File: src/rtl/thr_pkg.sv
package thr_pkg;

  typedef enum logic [1:0] {
    ST_IDLE,
    ST_ARM,
    ST_WIN,
    ST_REL
  } thr_state_e;

  typedef struct packed {
    logic       en;
    logic       coarse;
    logic [3:0] lvl;
  } thr_cfg_t;

  localparam int CFG_W = $bits(thr_cfg_t);

  // Effective level in sixteenths, with the top step of each mode saturated
  function automatic logic [3:0] eff_sixteenths(input logic coarse, input logic [3:0] lvl);
    logic [2:0] c8;
    if (coarse) begin
      c8 = (lvl[2:0] == 3'd7) ? 3'd6 : lvl[2:0];
      return {c8, 1'b0};
    end
    return (lvl == 4'd15) ? 4'd14 : lvl;
  endfunction

endpackage

File: src/rtl/thr_cfg_reg.sv
module thr_cfg_reg
  import thr_pkg::*;
(
  input  logic             clk,
  input  logic             rst_n,
  input  logic             wr_valid,
  input  logic [CFG_W-1:0] wr_data,
  output thr_cfg_t         cfg
);

  always_ff @(posedge clk) begin
    if (!rst_n)        cfg <= '0;
    else if (wr_valid) cfg <= thr_cfg_t'(wr_data);
  end

endmodule

File: src/rtl/thr_duty_calc.sv
module thr_duty_calc
  import thr_pkg::*;
#(
  parameter int WINDOW_CYCLES = 64,
  parameter int LEN_W         = $clog2(WINDOW_CYCLES + 1)
) (
  input  logic             coarse,
  input  logic [3:0]       lvl,
  output logic [LEN_W-1:0] stop_len
);

  localparam int PW = LEN_W + 4;

  logic [3:0] eff;

  always_comb begin
    eff      = eff_sixteenths(coarse, lvl);
    stop_len = LEN_W'((PW'(eff) * PW'(WINDOW_CYCLES)) >> 4);
  end

endmodule

File: src/rtl/thr_window_fsm.sv
module thr_window_fsm
  import thr_pkg::*;
#(
  parameter int WINDOW_CYCLES = 64,
  parameter int ACT_DELAY     = 5,
  parameter int REL_DELAY     = 3,
  parameter int LEN_W         = $clog2(WINDOW_CYCLES + 1)
) (
  input  logic             clk,
  input  logic             rst_n,
  input  logic             en,
  input  logic [LEN_W-1:0] next_len,
  output logic             stop
);

  localparam int DLY_W   = (ACT_DELAY > 1) ? $clog2(ACT_DELAY + 1) : 1;
  localparam int REL_W   = $clog2(REL_DELAY + 2);
  localparam int AGE_W   = $clog2(REL_DELAY + 3);
  localparam int MAX_LEN = (14 * WINDOW_CYCLES) / 16;

  thr_state_e       st;
  logic [LEN_W-1:0] win;
  logic [LEN_W-1:0] cur_len;
  logic [DLY_W-1:0] dly;
  logic [REL_W-1:0] rel;

  assign stop = ((st == ST_WIN) || (st == ST_REL)) && (win < cur_len);

  always_ff @(posedge clk) begin
    if (!rst_n) begin
      st      <= ST_IDLE;
      win     <= '0;
      cur_len <= '0;
      dly     <= '0;
      rel     <= '0;
    end else begin
      case (st)
        ST_IDLE: begin
          if (en) begin
            st  <= ST_ARM;
            dly <= '0;
          end
        end
        ST_ARM: begin
          if (!en) st <= ST_IDLE;
          else if (dly == DLY_W'(ACT_DELAY - 1)) begin
            st      <= ST_WIN;
            win     <= '0;
            cur_len <= next_len;
          end else dly <= dly + 1'b1;
        end
        ST_WIN: begin
          if (!en) begin
            if (stop && (REL_DELAY != 0)) begin
              st  <= ST_REL;
              rel <= '0;
              win <= win + 1'b1;
            end else st <= ST_IDLE;
          end else if (win == LEN_W'(WINDOW_CYCLES - 1)) begin
            win     <= '0;
            cur_len <= next_len;
          end else win <= win + 1'b1;
        end
        default: begin
          if (((win + 1'b1) >= cur_len) || (rel == REL_W'(REL_DELAY - 1))) st <= ST_IDLE;
          else begin
            rel <= rel + 1'b1;
            win <= win + 1'b1;
          end
        end
      endcase
    end
  end

  // Cycles of stop seen since the enable dropped, for the release bound
  logic [AGE_W-1:0] rel_age;
  always_ff @(posedge clk) begin
    if (!rst_n || en || !stop) rel_age <= '0;
    else if (rel_age != {AGE_W{1'b1}}) rel_age <= rel_age + 1'b1;
  end


  act_delay_chk: assert property (@(posedge clk) disable iff (!rst_n)
    (st == ST_WIN && $past(st) == ST_ARM) |-> $past(dly) == DLY_W'(ACT_DELAY - 1));


  len_sat_chk: assert property (@(posedge clk) disable iff (!rst_n)
    cur_len <= LEN_W'(MAX_LEN));


  len_hold_chk: assert property (@(posedge clk) disable iff (!rst_n)
    (st == ST_WIN && $past(st) == ST_WIN && win != '0) |-> $stable(cur_len));


  rel_bound_chk: assert property (@(posedge clk) disable iff (!rst_n)
    rel_age <= AGE_W'(REL_DELAY + 1));


  idle_quiet_chk: assert property (@(posedge clk) disable iff (!rst_n)
    ($past(st) == ST_IDLE) |-> !stop);

endmodule

File: src/rtl/duty_throttle_ctrl.sv
module duty_throttle_ctrl
  import thr_pkg::*;
#(
  parameter int WINDOW_CYCLES = 64,
  parameter int ACT_DELAY     = 5,
  parameter int REL_DELAY     = 3
) (
  input  logic       clk,
  input  logic       rst_n,
  input  logic       wr_valid,
  input  logic [5:0] wr_data,
  output logic       clk_en,
  output logic       stop_active
);

  localparam int LEN_W = $clog2(WINDOW_CYCLES + 1);

  thr_cfg_t         cfg;
  logic [LEN_W-1:0] stop_len;
  logic             stop;

  thr_cfg_reg u_cfg (
    .clk      (clk),
    .rst_n    (rst_n),
    .wr_valid (wr_valid),
    .wr_data  (wr_data),
    .cfg      (cfg)
  );

  thr_duty_calc #(.WINDOW_CYCLES(WINDOW_CYCLES), .LEN_W(LEN_W)) u_calc (
    .coarse   (cfg.coarse),
    .lvl      (cfg.lvl),
    .stop_len (stop_len)
  );

  thr_window_fsm #(
    .WINDOW_CYCLES (WINDOW_CYCLES),
    .ACT_DELAY     (ACT_DELAY),
    .REL_DELAY     (REL_DELAY),
    .LEN_W         (LEN_W)
  ) u_fsm (
    .clk      (clk),
    .rst_n    (rst_n),
    .en       (cfg.en),
    .next_len (stop_len),
    .stop     (stop)
  );

  assign clk_en      = !stop;
  assign stop_active = stop;


  reset_open_chk: assert property (@(posedge clk) !rst_n |=> (clk_en && !stop_active));

endmodule

File: config.mk
export PLATFORM = sky130hd
export DESIGN_NAME = duty_throttle_ctrl
export DESIGN_NICKNAME = d
export VERILOG_FILES = /design/src/rtl/thr_pkg.sv /design/src/rtl/thr_cfg_reg.sv /design/src/rtl/thr_duty_calc.sv /design/src/rtl/thr_window_fsm.sv /design/src/rtl/duty_throttle_ctrl.sv
export SDC_FILE = /design/constraint.sdc
export NUM_CORES = 1
export LEC_CHECK = 0
export BUFFER_PORTS_ARGS = -buffer_cell sky130_fd_sc_hd__buf_2
export CELL_PAD_IN_SITES_DETAIL_PLACEMENT = 1
export CELL_PAD_IN_SITES_GLOBAL_PLACEMENT = 1
export CORE_AREA = 3 3 62 64
export CTS_CLUSTER_DIAMETER = 80
export DETAILED_ROUTE_END_ITERATION = 10
export DIE_AREA = 0 0 65 67
export GPL_TIMING_DRIVEN = 0
export PLACE_DENSITY_LB_ADDON = 0.2
export SLEW_MARGIN = 20
export SYNTH_ARGS = -nofsm -noshare
export SYNTH_HDL_FRONTEND = slang
export SYNTH_SLANG_ARGS = --single-unit
File: constraint.sdc
create_clock -name clk -period 6.1 [get_ports clk]
set_input_delay 1.22 -clock clk [delete_from_list [all_inputs] [get_ports clk]]
set_output_delay 1.22 -clock clk [all_outputs]
set_load 0.01 [all_outputs]
==> impl_metrics.ini <==
[outcome]
outcome = complete, no violations

[die]
num_io_pins = 11
start_util_pct = 47.6
die_h_um = 67
die-area_mm2 = 0.00436
core_mm2 = 0.00334
fp-row-count = 21
die_w_um = 65

[clocking]
cts_buffers = 3
cts_tree = built
cts_buffer_depth = 2
cts_resized = 0
cts.sinks = 25
clkLatencyLatePin_ns = 0.32
cts_hold_buf = 0
clkTransAtPathRegs_ns = 0.14
cts-root-buf = clkbuf_4
post_cts_buffers = 0
htree_levels = 1

[setup_path]
path_cells = inv_1, ha_1, or4_1, a21oi_1, or2_2, o21ai_0, inv_1, buf_2
crit_buf_inv = 3
crit_path_start_kind = flop
slowest_delay_ns = 0.50
cpMaxStageDelayCell = or4_1
crit_path_max_fanout = 3
critPathKind = reg2out
cp_common_cell = inv_1
end_kind = primary output
worstPathRequired_ns = 4.88
critical_path.top_delay_family = simple AND/OR/NAND/NOR gates
cp.arrival_ns = 2.15

[layout]
seq_area_um2 = 500
multiInputGateArea_mm2 = 0.00101
fillCellCount = 437
n_antenna_cell = 0
num-nets-final = 228
layout-area-overhead-vs-synth_pct = 8.35
postLayoutCellArea_mm2 = 0.00172
drive_gt1_share_pct = 9.45

[sta]
relSlewSlack_pct = 61.6
setup-violations-final = 0
finalCritPeriodShare_pct = 55.2
period_needed_ns = 3.37
timing.final.ws_setup_ns = 2.73
tns_ns = 0
finalClockSkew_ns = 0.00385
worst_pin_slew_ns = 0.577
drv_slew = 0
hold_viol_final = 0
max_freq_mhz = 297
rsz0062_at_grt = no

[placed_design]
gp_congestion = 0.764
io_buffer_count = 9
dpl.hpwl_mm = 3.09
postPlaceCellArea_mm2 = 0.00169
place_ws_ns = 3.11

[route]
wl_met2_mm = 1.99
routed_via_density = 5.72
drcViolationCount = 0
drt_iter0_drc = 71
drt-met1-wl_mm = 1.80
routed-wl-met3_um = 93
top_layer = met4
wl_per_cell_um = 15.9
ant_nets = 0
first_pass_iters = 4
dr_total_vias = 1412
drt-total-wl_mm = 3.93

[synthesis]
ys.flop_type = dfxtp_1
synth.cells.most_frequent = dfxtp_1, ha_1, nor2_1
synth-async-reset-ratio_pct = 0
synthDistinctLibCells = 45
synth_cells = 188
netlist_area_mm2 = 0.00159
syn_area_per_cell_um2 = 8.45
synth_edf_count = 0
ys_seq_area_share_pct = 31.5
yosysTopAreaCellShare_pct = 31.5
ys_seq_elements = 25
synth_warnings = 0
syn_nets = 214
post-synth-top-area-cell = dfxtp_1
synth_area_leaders = dfxtp_1, ha_1, mux2i_1, nor2_1, a211oi_1
yosysMostFrequentCell = dfxtp_1

[global_routing]
grt_pass1_vias = 1427
antenna_found_initial = 0
grt_overflow = 0
grt_max_degree = 16
grt_pass1_wl_mm = 6.66
grt_use_total_pct = 19.9

[job]
cap_violations = 0

[power_and_ir_drop]
peakVddDrop_v = 0.000111
p_leak_nw = 0.670
finalPower_mw = 0.395
power.density_mw_per_mm2 = 230

[min_path]
min_path_type = reg2reg
registers in the layout, summed over array words and instances (netlist names):
| name | count |
|---|---|
| u_fsm.dly | 3 |
| u_fsm.win | 7 |
| u_cfg.cfg | 6 |
| u_fsm.st | 2 |
| u_fsm.rel | 3 |
| u_fsm.cur_len | 4 |
metrics by stage:
stage | hold slack, ns | std cells | util [%]
CTS | 0.516 | 247 | 51.6
detailed placement | 0.494 | 243 | 50.7
global route | 0.538 | 247 | 51.6
floorplan | 0.450 | 188 | -
finish | 0.517 | 247 | 51.6
global placement | 0.487 | 243 | 50.7
path summary, 6_finish.rpt:
path                    start  cells past startpoint  slack, ns               end
max          u_fsm.cur_len[4]                      8       2.73       stop_active
min          u_fsm.cur_len[2]                      2       0.52  u_fsm.cur_len[2]
max reg2reg      u_fsm.win[0]                     11       3.08      u_fsm.win[3]
min reg2reg  u_fsm.cur_len[2]                      2       0.52  u_fsm.cur_len[2]
tightest hold or removal path: stages (launching register included):
cell and delay [ns]:
dfxtp_1 0.37, nand2_1 0.07, a21oi_1 0.05
routing by layer:
layer / vias to the layer above / global-route usage [%]
met3: 6 / 2.53
met4: 0 / 4.75
met5: - / 0
met1: 678 / 23.7
li1: 710 / -
met2: 18 / 37.3
power breakdown:
group | leakage, nW | total, mW | internal (mW) | switching, mW
Combinational | 0.453 | 0.131 | 0.0492 | 0.0823
Clock | 0.0139 | 0.0775 | 0.0251 | 0.0524
Sequential | 0.203 | 0.186 | 0.174 | 0.0120
Total | 0.670 | 0.395 | 0.249 | 0.147
kinds of logic after synthesis:
group	after synthesis	share of synthesized area, %
compound gates	45	19.3
xor+xnor	5	2.76
fa+ha+maj	17	13.4
buf+inv	20	4.80
flops	25	31.5
mux	9	5.75
simple gates	67	22.5
layout by cell type (no fill, tap or decap), drive strengths merged, types with 2 or more instances in the layout:
cell,instances
dfxtp,25
ha,17
nor2,16
inv,12
nand2,12
buf,10
nand3,10
clkbuf,10
o21ai,8
mux2i,8
a21oi,7
a211oi,7
nor2b,5
xnor2,4
a22oi,4
o31ai,4
or3,4
nand2b,3
o211ai,3
or2,3
or4,2
nor3,2
a31oi,2
nand3b,2
nor4,2
and3,2
final cells by class:
cell class | instances | area share [%]
buffer | 8 | 1.82
clock buffer | 3 | 1.31
clock inverter | 1 | 0.436
inverter | 12 | 2.62
multi-input combinational | 143 | 58.8
sequential | 25 | 29.1
tap | 46 | 3.34
timing repair buffer | 9 | 2.62
(Power assumes the default switching activity.)
